==> src/rtl/brm_pkg.sv <==
`timescale 1ns/1ps
package brm_pkg;

  // Words in the next burst: limited by what is left and by the burst cap,
  // and (aligned variant) by the distance to the next window edge.
  function automatic int unsigned burst_words(input int unsigned word_ofs,
                                              input int unsigned left,
                                              input int unsigned max_b,
                                              input bit          align);
    int unsigned room;
    room = align ? (max_b - word_ofs) : max_b;
    return (left < room) ? left : room;
  endfunction

endpackage

==> src/rtl/brm_burst_calc.sv <==
`timescale 1ns/1ps
module brm_burst_calc #(
  parameter int ADDR_W    = 32,
  parameter int LEN_W     = 16,
  parameter int OFS_W     = 2,
  parameter int MAX_BURST = 16,
  parameter bit ALIGN_EN  = 1'b1,
  parameter int BC_W      = $clog2(MAX_BURST) + 1
) (
  input  logic [ADDR_W-1:0] cur_addr,
  input  logic [LEN_W-1:0]  words_left,
  output logic [BC_W-1:0]   burst_len
);
  import brm_pkg::*;
  localparam int MB_W = (MAX_BURST > 1) ? $clog2(MAX_BURST) : 1;

  logic [MB_W-1:0] win_ofs;
  logic [31:0]     pick;

  generate
    if (ALIGN_EN) begin : g_aligned
      assign win_ofs = cur_addr[OFS_W +: MB_W];
      assign pick = burst_words(32'(win_ofs), 32'(words_left), MAX_BURST, 1'b1);
    end else begin : g_free
      assign win_ofs = '0;
      assign pick = burst_words(32'd0, 32'(words_left), MAX_BURST, 1'b0);
    end
  endgenerate

  assign burst_len = BC_W'(pick);
endmodule

==> src/rtl/brm_fifo.sv <==
`timescale 1ns/1ps
module brm_fifo #(
  parameter int DATA_W = 32,
  parameter int DEPTH  = 32,
  parameter int CNT_W  = $clog2(DEPTH) + 1
) (
  input  logic              clk,
  input  logic              rst_n,
  input  logic              wr,
  input  logic [DATA_W-1:0] wdata,
  input  logic              rd,
  output logic [DATA_W-1:0] rdata,
  output logic              not_empty,
  output logic [CNT_W-1:0]  count
);
  localparam int PW = $clog2(DEPTH);

  logic [DATA_W-1:0] mem [DEPTH];
  logic [PW-1:0]     wp, rp;
  logic              do_rd;

  assign not_empty = (count != '0);
  assign do_rd     = rd && not_empty;
  assign rdata     = mem[rp];

  always_ff @(posedge clk) begin
    if (wr) mem[wp] <= wdata;
  end

  always_ff @(posedge clk or negedge rst_n) begin
    if (!rst_n) begin
      wp    <= '0;
      rp    <= '0;
      count <= '0;
    end else begin
      if (wr)    wp <= wp + 1'b1;
      if (do_rd) rp <= rp + 1'b1;
      count <= count + CNT_W'(wr) - CNT_W'(do_rd);
    end
  end
endmodule

==> src/rtl/brm_issue.sv <==
`timescale 1ns/1ps
module brm_issue #(
  parameter int ADDR_W     = 32,
  parameter int LEN_W      = 16,
  parameter int OFS_W      = 2,
  parameter int BPW        = 4,
  parameter int BC_W       = 5,
  parameter int FIFO_DEPTH = 32,
  parameter int CNT_W      = 6
) (
  input  logic              clk,
  input  logic              rst_n,
  input  logic              cmd_valid,
  input  logic [ADDR_W-1:0] cmd_addr,
  input  logic [LEN_W-1:0]  cmd_len,
  output logic              cmd_ready,
  output logic              cmd_err,
  output logic [ADDR_W-1:0] cur_addr,
  output logic [LEN_W-1:0]  issue_left,
  input  logic [BC_W-1:0]   burst_len,
  output logic              mm_read,
  input  logic              mm_waitrequest,
  input  logic              rd_beat,
  input  logic [CNT_W-1:0]  fifo_cnt,
  input  logic              pop,
  output logic              accept,
  output logic [CNT_W-1:0]  outst,
  output logic              done
);
  logic             busy;
  logic [LEN_W-1:0] deliver_left;
  logic [LEN_W-1:0] cmd_words;
  logic             cmd_ok;
  logic [CNT_W:0]   room;

  assign cmd_words = cmd_len >> OFS_W;
  assign cmd_ok    = (cmd_addr[OFS_W-1:0] == '0) && (cmd_words != '0);
  assign cmd_ready = !busy;

  assign room    = (CNT_W+1)'(FIFO_DEPTH) - {1'b0, fifo_cnt} - {1'b0, outst};
  assign mm_read = busy && (issue_left != '0) && (room >= (CNT_W+1)'(burst_len));
  assign accept  = mm_read && !mm_waitrequest;

  always_ff @(posedge clk or negedge rst_n) begin
    if (!rst_n) begin
      busy         <= 1'b0;
      cur_addr     <= '0;
      issue_left   <= '0;
      deliver_left <= '0;
      outst        <= '0;
      done         <= 1'b0;
      cmd_err      <= 1'b0;
    end else begin
      done    <= 1'b0;
      cmd_err <= 1'b0;
      outst   <= outst + (accept ? CNT_W'(burst_len) : '0) - CNT_W'(rd_beat);
      if (!busy) begin
        if (cmd_valid) begin
          if (cmd_ok) begin
            busy         <= 1'b1;
            cur_addr     <= cmd_addr;
            issue_left   <= cmd_words;
            deliver_left <= cmd_words;
          end else begin
            cmd_err <= 1'b1;
          end
        end
      end else begin
        if (accept) begin
          cur_addr   <= cur_addr + ADDR_W'(burst_len) * ADDR_W'(BPW);
          issue_left <= issue_left - LEN_W'(burst_len);
        end
        if (pop) begin
          deliver_left <= deliver_left - 1'b1;
          if (deliver_left == LEN_W'(1)) begin
            busy <= 1'b0;
            done <= 1'b1;
          end
        end
      end
    end
  end
endmodule

==> src/rtl/burst_rd_master.sv <==
`timescale 1ns/1ps
module burst_rd_master #(
  parameter int ADDR_W     = 32,
  parameter int DATA_W     = 32,
  parameter int LEN_W      = 16,
  parameter int MAX_BURST  = 16,
  parameter bit ALIGN_EN   = 1'b1,
  parameter int FIFO_DEPTH = 2 * MAX_BURST,
  parameter int BC_W       = $clog2(MAX_BURST) + 1
) (
  input  logic              clk,
  input  logic              rst_n,
  input  logic              cmd_valid,
  output logic              cmd_ready,
  input  logic [ADDR_W-1:0] cmd_addr,
  input  logic [LEN_W-1:0]  cmd_len,
  output logic              cmd_err,
  output logic              mm_read,
  output logic [ADDR_W-1:0] mm_addr,
  output logic [BC_W-1:0]   mm_burstcount,
  input  logic              mm_waitrequest,
  input  logic [DATA_W-1:0] mm_readdata,
  input  logic              mm_readdatavalid,
  output logic [DATA_W-1:0] st_data,
  output logic              st_valid,
  input  logic              st_ready,
  output logic              done
);
  localparam int BPW   = DATA_W / 8;
  localparam int OFS_W = $clog2(BPW);
  localparam int CNT_W = $clog2(FIFO_DEPTH) + 1;

  logic [ADDR_W-1:0] cur_addr;
  logic [LEN_W-1:0]  issue_left;
  logic [BC_W-1:0]   burst_len;
  logic [CNT_W-1:0]  fifo_cnt;
  logic [CNT_W-1:0]  outst;
  logic              accept;
  logic              pop;

  assign pop           = st_valid && st_ready;
  assign mm_addr       = cur_addr;
  assign mm_burstcount = burst_len;

  brm_burst_calc #(
    .ADDR_W(ADDR_W), .LEN_W(LEN_W), .OFS_W(OFS_W),
    .MAX_BURST(MAX_BURST), .ALIGN_EN(ALIGN_EN), .BC_W(BC_W)
  ) u_calc (
    .cur_addr(cur_addr), .words_left(issue_left), .burst_len(burst_len)
  );

  brm_issue #(
    .ADDR_W(ADDR_W), .LEN_W(LEN_W), .OFS_W(OFS_W), .BPW(BPW),
    .BC_W(BC_W), .FIFO_DEPTH(FIFO_DEPTH), .CNT_W(CNT_W)
  ) u_issue (
    .clk(clk), .rst_n(rst_n),
    .cmd_valid(cmd_valid), .cmd_addr(cmd_addr), .cmd_len(cmd_len),
    .cmd_ready(cmd_ready), .cmd_err(cmd_err),
    .cur_addr(cur_addr), .issue_left(issue_left), .burst_len(burst_len),
    .mm_read(mm_read), .mm_waitrequest(mm_waitrequest),
    .rd_beat(mm_readdatavalid), .fifo_cnt(fifo_cnt), .pop(pop),
    .accept(accept), .outst(outst), .done(done)
  );

  brm_fifo #(.DATA_W(DATA_W), .DEPTH(FIFO_DEPTH), .CNT_W(CNT_W)) u_fifo (
    .clk(clk), .rst_n(rst_n),
    .wr(mm_readdatavalid), .wdata(mm_readdata),
    .rd(st_ready), .rdata(st_data), .not_empty(st_valid), .count(fifo_cnt)
  );
endmodule

==> config.mk <==
export PLATFORM = sky130hd
export DESIGN_NAME = burst_rd_master
export DESIGN_NICKNAME = d
export VERILOG_FILES = /design/src/rtl/brm_pkg.sv /design/src/rtl/brm_burst_calc.sv /design/src/rtl/brm_fifo.sv /design/src/rtl/brm_issue.sv /design/src/rtl/burst_rd_master.sv
export SDC_FILE = /design/constraint.sdc
export NUM_CORES = 1
export LEC_CHECK = 0
export ABC_AREA = 1
export BUFFER_PORTS_ARGS = -buffer_cell sky130_fd_sc_hd__buf_2
export CAP_MARGIN = 20
export CORE_ASPECT_RATIO = 0.75
export CORE_MARGIN = 2
export CORE_UTILIZATION = 40
export DETAILED_ROUTE_END_ITERATION = 12
export GPL_ROUTABILITY_DRIVEN = 0
export PLACE_DENSITY_LB_ADDON = 0.2
export SYNTH_ARGS = -nofsm -noshare
export SYNTH_HDL_FRONTEND = slang
export SYNTH_SLANG_ARGS = --single-unit
==> constraint.sdc <==
create_clock -name clk -period 5.5 [get_ports clk]
set_input_delay 0 -clock clk [delete_from_list [all_inputs] [get_ports clk]]
set_output_delay 0 -clock clk [all_outputs]
set_load 0.01 [all_outputs]
== Word-level counts from Yosys, hierarchy flattened ==
Memories as Yosys holds them, arrays and structs flattened.
Index checks and enable logic that the tools add are counted.

* Bits in writable memories: 1024
* Register bits: 89
* Memories kept: 1
* Output and inout bits: 74

* Eq/ne operators: 3
* Reduce and logical (&&, ||, !) cells: 15
* $lt $le $gt $ge: 2
* Mux-type cells: 25
* $add $sub $neg: 12

{| class="wikitable"
|+ Memories
! name !! words !! bits a word !! read ports !! clocked after memory_dff !! wr ports !! RTL line !! source
|-
| u_fifo.mem || 32 || 32 || 1 || 0 || 1 || brm_fifo.sv:18 || <nowiki>logic [DATA_W-1:0] mem [DEPTH];</nowiki>
|}

{| class="wikitable"
|+ Operators by type and width
! cell !! count
|-
| 32-bit two-way mux || 4
|-
| 16-bit two-way mux || 6
|-
| 32-bit by 7-bit adder with 32-bit output || 1
|-
| 16-bit by 32-bit less-than comparator with 1-bit output || 1
|-
| 16-bit nonzero test || 2
|-
| 16-bit by 1-bit == test with 1-bit output, second input constant || 1
|-
| 16-bit by 1-bit subtractor with 16-bit output, second input constant || 1
|-
| 16-bit by 5-bit subtractor with 16-bit output || 1
|-
| 1-bit two-way mux || 13
|-
| 6-bit by 1-bit subtractor with 6-bit output || 2
|-
| 5-bit by 1-bit adder with 5-bit output, second input constant || 2
|-
| 5-bit two-way mux || 2
|-
| 7-bit by 5-bit >= comparator with 1-bit output || 1
|-
| 6-bit by 6-bit subtractor with 7-bit output, first input constant || 1
|-
| 7-bit by 6-bit subtractor with 7-bit output || 1
|-
| 6-bit by 1-bit adder with 6-bit output || 1
|-
| 6-bit adder || 1
|-
| 3-bit AND reduction || 2
|-
| 6-bit nonzero test || 1
|-
| 5-bit by 4-bit subtractor with 6-bit output, first input constant || 1
|-
| 1-bit logical AND || 5
|-
| 2-bit by 1-bit inequality test with 1-bit output, second input constant || 2
|-
| 2-bit nonzero test || 2
|-
| 1-bit zero test || 2
|-
| 2-bit zero test || 1
|}

== Depth between registers and ports, before layout ==
Gate-level depths: netlist of run 1.

* Depth after elaboration: 9
* Depth in mapped cells: 35

== By module ==
From an unflattened synthesis of run 1, not the netlist that was laid out.

* Cell total of the unflattened synthesis: 5080
* Area, all modules: 50360.8 um2

{| class="wikitable"
|+ Modules (own cells, without submodules)
! module !! area an instance (um2) !! cells an instance !! times used
|-
| brm_fifo || 43953.4 || 4067 || 1
|-
| brm_issue || 6107.1 || 958 || 1
|-
| brm_burst_calc || 292.8 || 53 || 1
|-
| burst_rd_master || 7.5 || 2 || 1
|}

== Worst setup path after synthesis of run 1 ==
No wires, ideal clock.

* Kind: register to register
* Start point: reg u_issue.cur_addr[3]
* End point: reg u_issue.outst[5]
* Buffers on the path: 1
* Stages on the path, launching flop included: 35
* Arrival: 5.178 ns
* Period minus slack after synthesis: 5.257 ns
* Setup time: 0.079 ns
* Slack: 0.243 ns
* Cells stage by stage: dfrtp_1 inv_1 ha_1 nand2_1 nor2_1 inv_1 ha_1 inv_1 nor2_1 nand2_1 inv_1 nand2_1 nand2_2 buf_6 o21ai_0 inv_1 ha_1 o21ai_0 nand2_1 o21ai_0 inv_1 nand2_1 nand2_1 nand2_2 a21boi_1 nand3_1 ha_1 inv_1 ha_1 a21oi_1 inv_1 a31oi_1 o21ai_0 a21oi_1 xor2_1

* Cells in the longest elaborated chain, start to end: 9

{| class="wikitable"
|+ Ends and longest elaborated chain
! item !! RTL line !! source
|-
| start, declared || brm_issue.sv:18 || <nowiki>output logic [ADDR_W-1:0] cur_addr,</nowiki>
|-
| start signal, assigned || brm_issue.sv:61 || <nowiki>cur_addr <= cmd_addr;</nowiki>
|-
| start signal, assigned || brm_issue.sv:70 || <nowiki>cur_addr <= cur_addr + ADDR_W'(burst_len) * ADDR_W'(BPW);</nowiki>
|-
| 5-bit by 4-bit subtractor with 6-bit output * || brm_pkg.sv:11 || <nowiki>room = align ? (max_b - word_ofs) : max_b;</nowiki>
|-
| 16-bit by 32-bit less-than comparator with 1-bit output || brm_pkg.sv:12 || <nowiki>return (left < room) ? left : room;</nowiki>
|-
| 5-bit two-way mux * || brm_pkg.sv:12 ||
|-
| net mm_burstcount[1] || burst_rd_master.sv:20 || <nowiki>output logic [BC_W-1:0] mm_burstcount,</nowiki>
|-
| 7-bit by 5-bit >= comparator with 1-bit output * || brm_issue.sv:41 || <nowiki>assign mm_read = busy && (issue_left != '0) && (room >= (CNT_W+1)'(burst_len));</nowiki>
|-
| 1-bit logical AND * || brm_issue.sv:41 ||
|-
| net mm_read || burst_rd_master.sv:18 || <nowiki>output logic mm_read,</nowiki>
|-
| 1-bit logical AND * || brm_issue.sv:42 || <nowiki>assign accept = mm_read && !mm_waitrequest;</nowiki>
|-
| 5-bit two-way mux * || brm_issue.sv:56 || <nowiki>outst <= outst + (accept ? CNT_W'(burst_len) : '0) - CNT_W'(rd_beat);</nowiki>
|-
| 6-bit adder * || brm_issue.sv:56 ||
|-
| 6-bit by 1-bit subtractor with 6-bit output * || brm_issue.sv:56 ||
|-
| end signal, assigned || brm_issue.sv:56 ||
|-
| end, declared || brm_issue.sv:27 || <nowiki>output logic [CNT_W-1:0] outst,</nowiki>
|}

The timed path passes the listed nets; every way through them passes the cells marked *.
A chain may end at the register's enable or synchronous reset.

== Worst setup path in the final report of run 1 ==
* Start point: reg u_issue.cur_addr[3]
* End point: reg u_issue.outst[5]

* Cells in the longest elaborated chain, start to end: 9

{| class="wikitable"
|+ Ends and longest elaborated chain
! item !! RTL line
|-
| 5-bit by 4-bit subtractor with 6-bit output * || brm_pkg.sv:11
|-
| 16-bit by 32-bit less-than comparator with 1-bit output || brm_pkg.sv:12
|-
| 5-bit two-way mux * || brm_pkg.sv:12
|-
| 7-bit by 5-bit >= comparator with 1-bit output || brm_issue.sv:41
|-
| 1-bit logical AND || brm_issue.sv:41
|-
| 1-bit logical AND || brm_issue.sv:42
|-
| 5-bit two-way mux * || brm_issue.sv:56
|-
| 6-bit adder * || brm_issue.sv:56
|-
| 6-bit by 1-bit subtractor with 6-bit output * || brm_issue.sv:56
|}

Mark *: on every way between the ends. The rest lies on a longest branch, timed or not.

==> results of run 1 <==
==> layout by cell type, fill, tap and decap left out, drive strengths merged, types with 31 or more instances in the layout <==
master       instances
inv                185
o221ai              95
o21ai              611
nand3              134
dfrtp               89
ha                  50
nand4               49
nand2              380
xor2                31
buf                239
clkinv              48
o211ai              38
nor2               630
a21oi               36
edfxtp            1024
dlygate4sd3         88
clkbuf             133
o22ai              161
==> routing by layer <==
metal	vias to the layer above	track usage (%)	part of all wire [%]
met2	1251	32.6	42
met3	212	5.47	8.9
met4	16	6.44	2.5
met5	-	0	0.080
met1	15800	35.5	46
li1	14400	-	-
==> cells in the mapped netlist <==
cell / instances
a21boi_0: 4
o221ai_1: 95
buf_2: 2
edfxtp_1: 1024
nand2_4: 1
a211oi_1: 2
xor2_1: 31
o21ai_0: 593
or2_2: 1
nand4_1: 48
xnor2_1: 6
nand3_2: 5
nand2_2: 7
nand3_1: 128
nor3_1: 17
nor2_4: 2
buf_4: 5
buf_1: 16
ha_1: 50
nand3_4: 1
fa_1: 5
nor2_2: 3
nor4_1: 14
a21boi_1: 1
o211ai_1: 38
nand3b_1: 2
nor3b_1: 2
nand2_1: 372
a21o_1: 1
o21ai_1: 18
nand4_4: 1
clkbuf_1: 208
buf_6: 5
nor2_1: 625
a21oi_1: 36
o22ai_1: 161
and2_1: 2
inv_1: 176
inv_2: 8
dfrtp_1: 89
clkinv_1: 1
a31oi_1: 21
nor3_2: 1
==> path summary, 6_finish.rpt <==
check	end	slack, ns	cells after the start
setup / recovery	u_issue.outst[5]	0.58	33
hold / removal	u_issue.cur_addr[31]	0.09	4
setup reg to reg	u_issue.outst[5]	0.58	33
hold reg to reg	u_issue.cur_addr[0]	0.47	2
max in group asynchronous	u_issue.busy	4.30	4
min in group asynchronous	u_issue.cur_addr[18]	0.35	4
==> logic make-up (layout without fill, tap and decap cells) <==
family / after synthesis / in the layout
simple gates: 1232 / 1232
flops: 1113 / 1113
compound gates: 970 / 970
buf+inv: 421 / 709
fa+ha+maj: 55 / 55
xor+xnor: 37 / 37
other cells: 0 / 2
==> sequential cells by signal, indices dropped and copies added (netlist names) <==
register	cells
u_issue.cur_addr	32
u_fifo.count	6
u_issue.deliver_left	16
u_issue.issue_left	16
u_fifo.rp	5
u_issue.cmd_err	1
u_fifo.wp	5
u_fifo.mem	1024
u_issue.done	1
u_issue.outst	6
u_issue.busy	1
==> final cells by class <==
cell class	instances	area, um2
timing repair buffer	327	2550
inverter	185	712
fill	10400	61700
clock inverter	64	544
tap	1540	1930
clock buffer	133	2840
antenna	2	5.00
sequential	1113	33000
multi-input combinational	2294	12000
==> tightest hold or removal path, stage by stage <==
cell and delay [ns]:
dlygate4sd3_1 0.52, buf_2 0.11, o211ai_1 0.07, nand2_1 0.06
==> stage by stage <==
step,hold slack (ns),instance area [um2]
after CTS,0.0307,53400
final,0.0864,53500
after detailed placement,-0.0107,49100
after global placement,-0.00957,49000
after floorplan,-0.296,46300
after global routing,0.0951,53500
==> report_power, final <==
group | switching, mW | leakage (nW) | internal (mW)
sequential | 0.650 | 10.3 | 10.0
clock | 3.24 | 1.64 | 4.03
combinational | 7.64 | 6.55 | 3.31
total | 11.5 | 18.5 | 17.4
==> timing repair <==
action | 4_1_cts | 5_1_grt
setup endpoints to repair | 0 | 2
hold buffers | 89 | 0
resized for setup | 0 | 4
hold endpoints to repair | 1187 | 0
buffers inserted | 0 | 0
==> flow_summary.ini, run 1 <==
[floorplanning]
start_util_pct = 40.2
die-area_um2 = 119000
die_y_um = 299
die_w_um = 397
core_area_um2 = 115000
ios = 160
row_count = 108

[worst_hold_path]
holdCritStartpoint = cmd_addr[31]
hp-class = primary input to flip-flop

[sta]
period_share_pct = 89.5
clock_skew_ns = 0.0219
rsz0062_at_grt = no
fin_setup_tns_ns = 0
slew_headroom_pct = 22.4
max_freq_mhz = 203
worst_pin_slew_ns = 1.16
final-setup-viol-count = 0
min_period_ns = 4.92
hold_viol_final = 0
fin_ws_ns = 0.578
slew_viol_final = 0

[finish]
stdcell_count = 5658
final_util_pct = 46.4
fin_nets = 4170
drive_above_1_share_pct = 11.2
area_growth_pct = 15.6

[logic_synthesis]
syn-cell-area_um2 = 46300
synth_nets = 3969
ys_ff_latch = 1113
synth_top_family_by_area = compound AO/OA/AOI/OAI gates
synth_top_cell_by_area = edfxtp_1
muxShareOfSynthArea_pct = 0
synth-compound-area-share_pct = 12.0
yosys.area_share.simple_pct = 11.0
ys_types = 43
ys_warn_count = 0
yosys.area_share.adder_pct = 1.57
postSynthCellCount = 3828
synth_xor_xnor_area_share_pct = 0.700
postSynthAreaPerCell_um2 = 12.1
synth_top_area_share_pct = 66.4
yosysSeqAreaShare_pct = 71.2
ys_top_cells_by_area = edfxtp_1, o21ai_0, nor2_1

[global_routing]
grt_pass1_vias = 29400
grt_max_degree = 149
grt_pass1_wl_mm = 202
grt.total_usage_pct = 23.1
grt-ovfl-total = 0
antenna_found_initial = 16

[critical_path]
crit_path_end_kind = flip-flop
crit_buf_inv = 8
start_kind = flip-flop
cp-startpoint = u_issue.cur_addr[3]
cpPeakStageDelay_ns = 0.44
cpMostUsedCell = inv_1
cp_top_family = adder cells
required_ns = 6.13
worstPathArrival_ns = 5.55
setup.worst_path.class = flip-flop to flip-flop
cp_slowest_cell = dfrtp_1
r2r-start = u_issue.cur_addr[3]
cp_max_fo = 11

[pwr]
power.density_nw_per_um2 = 540
total_power_mw = 28.9
peakVddDrop_v = 0.000430
p_leak_nw = 18.5

[place]
pre_cts_slack_ns = 0.373
place_hpwl_mm = 77.2
dpl.cell_count = 5365
portBuffers = 157

[clocking]
clockBufferDepth = 3
root_buffer = clkbuf_16
cts_tree = yes
cts_sinks = 1113
insertion_delay_ns = 0.71
cts_made_buffers = 108
clk_pin_slew_worst_paths_ns = 0.06
htree_levels = 3

[drt]
routed_wl_mm = 139
avgRoutedWirePerCell_um = 24.6
via_per_inst = 5.59
vias = 31600
drtPass1Iterations = 6
drt_iter0_markers = 3890
antenna_left = 0
drcViolationCount = 0

[run_status]
run_status = finished clean

[flow_run]
maxCapViolations = 0
No activity file was read; power rests on OpenSTA's default activity.
==> inputs of run 2 (changes only) <==
Settings changed: GPL_TIMING_DRIVEN set to 0.
==> run 2 against run 1 <==
Sequential power is essentially flat. Largest power group unchanged. Design area grew 1.9%. Register-to-register slack about the same. Via count is 6.7% higher. Wire length is 14% higher. Count of clock-buffer cells in the layout fell by 4. Setup slack got worse by 0.30 ns. Total power up 6.3%.
==> flow_summary.ini, run 2 (same netlist as run 1, synthesis figures left out) <==
[drt]
drt_iter0_markers = 4787
wl_met3_mm = 19.0
vias = 33800
wl_met2_mm = 65.7
via_per_inst = 5.76
antenna_left = 0
met1_length_mm = 68.7
avgRoutedWirePerCell_um = 27.0
routed_wl_mm = 159
drtPass1Iterations = 6
dr.max_layer_used = met5
drcViolationCount = 0

[finish]
largest_registers = u_fifo.mem x1024, u_issue.cur_addr x32
mostFrequentLayoutCells = edfxtp_1, nor2_1, o21ai_0
area_growth_pct = 17.8
final_design_area_no_fill_um2 = 54500
fin_nets = 4370
regMostFlops = u_fifo.mem
seqCellArea_um2 = 33000
final_common_cell = edfxtp_1
fill_cells = 10300
multiInputGateArea_um2 = 12000
drive_above_1_share_pct = 10.2
stdcell_count = 5863
largest_reg_flops = 1024

[global_routing]
antenna_found_initial = 10
grt_pass1_vias = 31300
grt-ovfl-total = 0
grt_pass1_wl_mm = 225
grt.total_usage_pct = 26.4
grt_max_degree = 46

[clocking]
cts_tree = yes
cts_sinks = 1113
htree_levels = 3
clockBufferDepth = 3
clk_pin_slew_worst_paths_ns = 0.06
root_buffer = clkbuf_16
cts_made_buffers = 108
insertion_delay_ns = 0.75

[critical_path]
start_kind = flip-flop
cpMostUsedCell = clkbuf_1
r2r_slack_ns = 0.59
worstPathArrival_ns = 5.22
r2r_end = u_issue.outst[5]
cp_slowest_cell = clkbuf_1
cpPeakStageDelay_ns = 0.80
required_ns = 5.50
worstRegToRegCells = 35
crit_path_end_kind = primary output
r2r-start = u_issue.cur_addr[2]
worstPathCellList = buf_2, clkbuf_1, clkbuf_1, clkbuf_1, nor2_1, o221ai_1, o211ai_1, nand3_1, o21ai_0, inv_1, buf_2
cp_max_fo = 10
setup.worst_path.class = flip-flop to primary output

[place]
dpl.cell_count = 5568
portBuffers = 157
place_area_um2 = 50100
place_hpwl_mm = 105

[worst_hold_path]
hold_end = u_issue.cur_addr[27]
holdCritStartpoint = cmd_addr[27]
hold_depth = 4
hp-class = primary input to flip-flop

[run_status]
run_status = finished clean

[sta]
worst_pin_slew_ns = 1.19
final-setup-viol-count = 0
clock_skew_ns = 0.0421
min_period_ns = 5.22
hold_viol_final = 0
slew_viol_final = 0
period_share_pct = 94.9
slew_headroom_pct = 20.5
max_freq_mhz = 192

[pwr]
p_int_mw = 17.7
clock_power_share_pct = 24.2
seq_power_share_pct = 34.1
peakVddDrop_v = 0.000294
p_leak_nw = 18.7
netSwitchingFraction_pct = 42.5
comb_power_share_pct = 41.7
p_switching_mw = 13.1
power.density_nw_per_um2 = 563

[floorplanning]
row_count = 108
ios = 160
die_w_um = 397
start_util_pct = 40.2
die_y_um = 299
die-area_um2 = 119000
core_area_um2 = 115000

[flow_run]
maxCapViolations = 0
## run 2: critical path: cells and delay by family, from the launching register on
kind,cells,cell delay (ns)
and+or+nand+nor,2,0.61
DFF,1,0.36
AOI/OAI and AO/OA,3,0.87
buffers and inverters,6,2.61
## run 2: worst max path at each step
stage	slack (ns)	end	start
3_3_place_gp	-1.21	u_fifo.mem[31][14]	mm_readdatavalid
3_5_place_dp	-0.54	u_issue.outst[5]	u_issue.cur_addr[3]
6_report	0.28	st_data[17]	u_fifo.rp[0]
2_1_floorplan	0.24	u_issue.outst[5]	u_issue.cur_addr[3]
4_1_cts	0.03	u_issue.outst[5]	u_issue.cur_addr[3]
5_1_grt	-0.001	u_issue.outst[5]	u_issue.cur_addr[3]
## run 2: area by class of cell
cell class	instances	area share, %
Sequential cell	1113	60.5
Multi-Input combinational cell	2294	22.0
Clock buffer	129	5.18
Timing Repair Buffer	291	4.69
Tap cell	1540	3.53
Buffer	236	1.73
Inverter	185	1.27
Clock inverter	74	1.15
Antenna cell	1	0.00459
## run 2: through the flow
| stage | setup slack (ns) | util (%) | total power [mW] | TNS (ns) | hold slack [ns] |
|---|---|---|---|---|---|
| global placement | -1.21 | 42.5 | 22.7 | -73.70 | 0.238 |
| global route | -0.00107 | 47.3 | 32.2 | -0.00107 | 0.0779 |
| finish | 0.281 | 47.3 | 30.7 | 0 | 0.0863 |
| detailed placement | -0.545 | 43.5 | 23.0 | -1.08 | 0.0654 |
| floorplan | 0.243 | - | 17.5 | 0 | -0.296 |
| CTS | 0.0322 | 47.3 | 30.4 | 0 | 0.0208 |
## run 2: routing by layer
| metal | global-route usage (%) | vias up |
|---|---|---|
| met4 | 8.29 | 10 |
| met3 | 7.61 | 236 |
| met5 | 0 | - |
| met2 | 36.8 | 1909 |
| li1 | - | 14800 |
| met1 | 39.6 | 16800 |
## run 2: power groups by stage
stage               combinational (mW)  sequential, mW  clock (mW)
floorplan                         6.97            10.6           0
detailed placement                12.4            10.6           0
finish                            12.8            10.5        7.43
global route                      13.8            10.5        7.82
global placement                  12.1            10.7           0
CTS                               12.5            10.5        7.50
## run 2: timing repair
action,CTS,global route
hold buffers,89,0
hold endpoints to repair,1101,0
resized for setup,4,13
pin swaps,0,2
setup buffers,0,2
endpoints found under the setup margin,4,3
